==> src/rtl/dma_sched_pkg.sv <==
package dma_sched_pkg;

   localparam int unsigned MAX_CHANNELS = 32;

   // width of an index able to address n items (at least one bit)
   function automatic int unsigned idx_bits(input int unsigned n);
      return (n <= 1) ? 1 : $clog2(n);
   endfunction

endpackage

==> src/rtl/dma_prio_pick.sv <==
module dma_prio_pick #(
   parameter int unsigned N  = 6,
   parameter int unsigned IW = 3
) (
   input  logic [N-1:0]  cand,
   output logic [N-1:0]  win_oh,
   output logic [IW-1:0] win_idx,
   output logic          win_any
);

   if (IW < dma_sched_pkg::idx_bits(N)) begin : g_bad_iw
      $error("dma_prio_pick: IW too narrow for N");
   end

   logic [N:0] taken;   // taken[i]: some lower index is a candidate
   assign taken[0] = 1'b0;

   for (genvar i = 0; i < N; i++) begin : g_chain
      assign win_oh[i]    = cand[i] & ~taken[i];
      assign taken[i + 1] = taken[i] | cand[i];
   end

   assign win_any = taken[N];

   always_comb begin
      win_idx = '0;
      for (int i = N - 1; i >= 0; i--) begin
         if (cand[i]) win_idx = IW'(i);
      end
   end

   // the winner is a candidate and no lower-index candidate exists
   always_comb begin
      if (win_any) begin
         assert_pick_lowest_R3: assert (((win_oh & cand) != '0) &&
                                        (((win_oh - 1'b1) & cand) == '0) &&
                                        $onehot(win_oh));
      end
   end

endmodule

==> src/rtl/dma_beat_ctr.sv <==
module dma_beat_ctr #(
   parameter int unsigned W = 4
) (
   input  logic         clk,
   input  logic         rst_n,
   input  logic         load,
   input  logic [W-1:0] load_val,
   input  logic         dec,
   output logic         last
);

   if (W < 1) begin : g_bad_w
      $error("dma_beat_ctr: W must be at least 1");
   end

   logic [W-1:0] left_q;

   always_ff @(posedge clk) begin
      if (!rst_n)              left_q <= '0;
      else if (load)           left_q <= load_val;
      else if (dec && !last)   left_q <= left_q - W'(1);
   end

   assign last = (left_q == '0);

   // each counted beat takes exactly one off the remaining count
   assert_beat_decrement_R10: assert property (@(posedge clk) disable iff (!rst_n)
      (dec && !load && !last) |=> (left_q == $past(left_q) - W'(1)));

   // a load always takes the new channel's length
   assert_reload_R4: assert property (@(posedge clk) disable iff (!rst_n)
      load |=> (left_q == $past(load_val)));

endmodule

==> src/rtl/dma_burst_sched.sv <==
module dma_burst_sched #(
   parameter int unsigned NUM_CH = 6,
   parameter int unsigned LEN_W  = 4,
   parameter int unsigned IDX_W  = dma_sched_pkg::idx_bits(NUM_CH)
) (
   input  logic                      clk,
   input  logic                      rst_n,
   input  logic [NUM_CH-1:0]         ch_active,
   input  logic [NUM_CH-1:0]         ch_req,
   input  logic [NUM_CH*LEN_W-1:0]   ch_len,
   input  logic                      beat,
   input  logic                      cmd_end,
   output logic [NUM_CH-1:0]         grant,
   output logic [IDX_W-1:0]          cur_ch,
   output logic                      busy
);

   if (NUM_CH < 2 || NUM_CH > dma_sched_pkg::MAX_CHANNELS) begin : g_bad_n
      $error("dma_burst_sched: NUM_CH out of range");
   end
   if (IDX_W < dma_sched_pkg::idx_bits(NUM_CH)) begin : g_bad_idx
      $error("dma_burst_sched: IDX_W too narrow");
   end

   logic [NUM_CH-1:0] elig;
   logic [NUM_CH-1:0] pick_oh;
   logic [IDX_W-1:0]  pick_idx;
   logic              pick_any;
   logic [LEN_W-1:0]  len_arr [NUM_CH];
   logic              busy_q;
   logic [IDX_W-1:0]  own_q;
   logic              cnt_last;
   logic              release_now;
   logic              take_new;
   logic              count_beat;

   assign elig = ch_active & ch_req;

   for (genvar i = 0; i < NUM_CH; i++) begin : g_len
      assign len_arr[i] = ch_len[i*LEN_W +: LEN_W];
   end

   dma_prio_pick #(.N(NUM_CH), .IW(IDX_W)) i_pick (
      .cand    (elig),
      .win_oh  (pick_oh),
      .win_idx (pick_idx),
      .win_any (pick_any)
   );

   assign release_now = busy_q && (cmd_end || (beat && cnt_last));
   assign take_new    = (!busy_q || release_now) && pick_any;
   assign count_beat  = busy_q && beat && !release_now;

   dma_beat_ctr #(.W(LEN_W)) i_ctr (
      .clk      (clk),
      .rst_n    (rst_n),
      .load     (take_new),
      .load_val (len_arr[pick_idx]),
      .dec      (count_beat),
      .last     (cnt_last)
   );

   always_ff @(posedge clk) begin
      if (!rst_n) begin
         busy_q <= 1'b0;
         own_q  <= '0;
      end else if (take_new) begin
         busy_q <= 1'b1;
         own_q  <= pick_idx;
      end else if (release_now) begin
         busy_q <= 1'b0;
         own_q  <= '0;
      end
   end

   for (genvar i = 0; i < NUM_CH; i++) begin : g_grant
      assign grant[i] = busy_q && (own_q == IDX_W'(i));
   end

   assign cur_ch = own_q;
   assign busy   = busy_q;

   // grant agrees with busy and is one-hot
   assert_grant_onehot_R9: assert property (@(posedge clk) disable iff (!rst_n)
      $onehot0(grant) && (busy == (grant != '0)));

   // mid-burst the owner cannot change
   assert_hold_burst_R5: assert property (@(posedge clk) disable iff (!rst_n)
      (busy_q && !cmd_end && !(beat && cnt_last)) |=> (busy_q && $stable(own_q)));

   // nothing eligible while idle keeps the engine idle
   assert_stay_idle_R8: assert property (@(posedge clk) disable iff (!rst_n)
      (!busy_q && (elig == '0)) |=> !busy_q);

   // a fresh grant goes to a channel that was eligible
   assert_grant_eligible_R2: assert property (@(posedge clk) disable iff (!rst_n)
      (busy_q && (!$past(busy_q) || $past(release_now))) |-> ((grant & $past(elig)) != '0));

   // a release with an eligible channel grants without a gap
   assert_back_to_back_R7: assert property (@(posedge clk) disable iff (!rst_n)
      (release_now && (elig != '0)) |=> busy_q);

endmodule

==> config.mk <==
export PLATFORM = sky130hd
export DESIGN_NAME = dma_burst_sched
export DESIGN_NICKNAME = d
export VERILOG_FILES = /design/src/rtl/dma_sched_pkg.sv /design/src/rtl/dma_prio_pick.sv /design/src/rtl/dma_beat_ctr.sv /design/src/rtl/dma_burst_sched.sv
export SDC_FILE = /design/constraint.sdc
export NUM_CORES = 1
export LEC_CHECK = 0
export BUFFER_PORTS_ARGS = -buffer_cell sky130_fd_sc_hd__buf_2
export CAP_MARGIN = 20
export CORE_ASPECT_RATIO = 0.75
export CORE_UTILIZATION = 37
export CTS_CLUSTER_DIAMETER = 120
export DETAILED_ROUTE_END_ITERATION = 12
export PLACE_DENSITY = 0.8
export REMOVE_ABC_BUFFERS = 1
export SLEW_MARGIN = 20
export SYNTH_ARGS = -nofsm -noshare
export SYNTH_HDL_FRONTEND = slang
export SYNTH_SLANG_ARGS = --single-unit
==> constraint.sdc <==
create_clock -name clk -period 1.7 [get_ports clk]
set_input_delay 0.255 -clock clk [delete_from_list [all_inputs] [get_ports clk]]
set_output_delay 0.255 -clock clk [all_outputs]
set_load 0.01 [all_outputs]
==> impl_metrics.py <==
metrics = {
    "cts": {
        "clk_pin_slew_ns": 0.06,
        "cts_root_buf": "clkbuf_4",
        "clk_latency_ns": 0.26,
        "cts_made_buffers": 3,
        "hold_buffers": 0,
        "cts_tree": "built",
        "cts_sinks": 8,
        "h-tree-depth": 1,
        "cts_max_path_buffers": 2,
    },
    "grt": {
        "grt_usage_pct": 24.0,
        "antenna_found_initial": 0,
        "grt_pass1_vias": 958,
        "grt_max_degree": 9,
        "grt_pass1_wl_um": 3990,
        "grt_overflow_total": 0,
    },
    "sta": {
        "worst_pin_slew_ns": 0.374,
        "fin_setup_tns_ns": 0,
        "hold_viol": 0,
        "slew-limit-headroom_pct": 74.8,
        "fin_crit_sh_pct": 97.5,
        "rsz0062_at_grt": "yes",
        "slew_viol_final": 0,
        "finalCriticalPeriod_ns": 1.66,
        "setup_viol": 0,
        "skew_ns": 0.00287,
        "max_freq_mhz": 603,
        "whs_ns": 0.307,
    },
    "worst_hold_path": {
        "hold_end": "i_ctr.left_q[1]",
        "hold_depth": 2,
        "min_path_type": "in -> reg",
        "hp-start": "rst_n",
    },
    "synthesis": {
        "synth_edf_count": 0,
        "synthTopCellsByCount": "nand2_1, dfxtp_1, nor2_1, inv_1",
        "synth-seq-cells": 8,
        "syn-mean-instance-area_um2": 8.72,
        "synth_ff_type": "dfxtp_1",
        "synth.most_common_cell": "nand2_1",
        "async_reset_ff_share_pct": 0,
        "synth.top_cell.area_share_pct": 20.6,
        "syn_inst": 89,
        "seq_area_frac_synth_pct": 20.6,
        "ys_types": 40,
        "syn_area_um2": 776,
        "yosys_warnings": 0,
        "yosys.area.top_type": "dfxtp_1",
        "synth_area_leaders": "dfxtp_1, mux4_2, nand2_1",
    },
    "route": {
        "vias": 991,
        "drc_errors": 0,
        "drtPass1Iterations": 4,
        "via_per_inst": 5.57,
        "antenna_left": 0,
        "first_iter_violations": 30,
        "wirelength_um": 2540,
        "drt-wirelength-per-cell_um": 14.3,
    },
    "run_status": {
        "outcome": "finished clean",
    },
    "power": {
        "switching_share_pct": 35.0,
        "p_int_mw": 0.506,
        "powerDensity_nw_per_um2": 620,
        "power.leakage_nw": 0.610,
        "seq_power_share_pct": 30.2,
        "vdd_drop_max_uv": 325,
        "comb_power_share_pct": 50.2,
        "clockPowerShare_pct": 19.5,
        "switchingPower_mw": 0.273,
    },
    "final_layout": {
        "drive_above_1_share_pct": 57.1,
        "insertedDiodeCount": 0,
        "nNetsFinal": 200,
        "area_growth_pct": 61.9,
    },
    "worst_setup_path": {
        "arrival_ns": 1.80,
        "end_kind": "register",
        "reg2regPathDepth": 6,
        "crit_fanout": 5,
        "path_class": "in -> reg",
        "rrSetupSlack_ns": 0.05,
        "r2r_end": "i_ctr.left_q[2]",
        "worstReg2RegStart": "i_ctr.left_q[1]",
        "crit_required_ns": 1.84,
        "setup.worst_path.start_class": "primary input",
    },
    "floorplanning": {
        "initial_utilization_pct": 41.8,
        "chipHeight_um": 41.7,
        "die_x_um": 54.9,
        "std_cell_rows": 13,
        "fp.coreArea_um2": 1850,
        "ios": 50,
        "fp.dieArea_um2": 2290,
    },
    "run": {
        "max_cap_viol_count": 0,
    },
    "place": {
        "dp_hpwl_um": 1940,
        "place_congestion": 0.777,
        "portBuffers": 49,
    },
}
==> repair_timing <==
item	4_1_cts	5_1_grt
setup endpoints to repair	3	6
setup buffers	0	3
pin swaps	3	5
gates resized for setup	10	9
endpoints found under the hold margin	0	0
==> state kept, by name, indices dropped and copies added (netlist names) <==
register / count
busy: 1
cur_ch: 3
i_ctr.left_q: 4
==> cell usage in the layout (no fill, tap or decap), drive strengths merged <==
cell,count
nand4b,1
nor4b,1
dfxtp,8
a211oi,1
o211ai,1
a21oi,4
nor2,9
ha,2
and2,2
mux2,1
a32oi,1
or2,1
nand2,10
mux2i,2
nor2b,5
a32o,1
nand2b,4
a22oi,5
or4,1
mux4,4
clkbuf,3
a31oi,1
a211o,1
nand3,2
inv,5
nor3,4
or3,1
a21o,1
nor3b,1
o21ai,2
o41ai,1
a221o,1
buf,65
a22o,1
a21boi,1
o311a,2
==> per-layer routing <==
layer / routed length [µm] / up-vias / global-route usage [%]
met4: 34 / 0 / 10.8
met2: 1340 / 54 / 39.0
li1: - / 473 / -
met3: 178 / 6 / 6.96
met1: 987 / 458 / 28.1
met5: 0 / - / 0
==> final cells by class <==
| class | instances | area (µm²) |
|---|---|---|
| Timing Repair Buffer | 65 | 369 |
| Inverter | 5 | 18.8 |
| Fill cell | 161 | 598 |
| Multi-Input combinational cell | 75 | 656 |
| Clock buffer | 3 | 22.5 |
| Sequential cell | 8 | 163 |
| Tap cell | 22 | 27.5 |
==> power by group through the flow <==
stage / combinational, mW / sequential (mW) / clock [mW]
detailed placement: 0.322 / 0.233 / 0
finish: 0.391 / 0.236 / 0.152
CTS: 0.347 / 0.235 / 0.158
global route: 0.425 / 0.239 / 0.169
floorplan: 0.172 / 0.234 / 0
global placement: 0.312 / 0.233 / 0
==> metrics by stage <==
stage | total power [mW] | instances | area [µm²] | utilization, % | worst slack, ns
6_report | 0.779 | 178 | 1260 | 67.7 | 0.0423
5_1_grt | 0.834 | 178 | 1260 | 67.7 | -0.0617
4_1_cts | 0.739 | 175 | 1190 | 64.3 | 0.0000545
3_5_place_dp | 0.556 | 172 | 1130 | 61.2 | -0.316
3_3_place_gp | 0.545 | 172 | 1130 | 61.2 | -0.251
2_1_floorplan | 0.405 | 88 | 764 | - | -0.157
==> critical path: stages <==
cell	delay [ns]
buf_2	0.11
buf_4	0.13
a22o_1	0.26
a31oi_4	0.19
nor2_4	0.08
mux4_2	0.28
and2_1	0.17
o311a_1	0.32
==> how the worst max path moves through the flow <==
| stage | from | endpoint | depth (start not counted) |
|---|---|---|---|
| CTS | i_ctr.left_q[0] | i_ctr.left_q[1] | 10 |
| global placement | ch_active[0] | i_ctr.left_q[1] | 6 |
| floorplan | ch_active[0] | i_ctr.left_q[1] | 5 |
| detailed placement | ch_active[0] | i_ctr.left_q[2] | 6 |
| global route | i_ctr.left_q[0] | i_ctr.left_q[3] | 10 |
| finish | ch_active[1] | i_ctr.left_q[2] | 8 |
==> cell families after synthesis <==
group / share of synthesized area (%)
and+or+nand+nor: 29.8
AOI/OAI and AO/OA: 26.3
DFF: 20.6
muxes: 16.1
buffers and inverters: 3.87
adders and majority gates: 3.23
No activity file was read; power rests on OpenSTA's default activity.
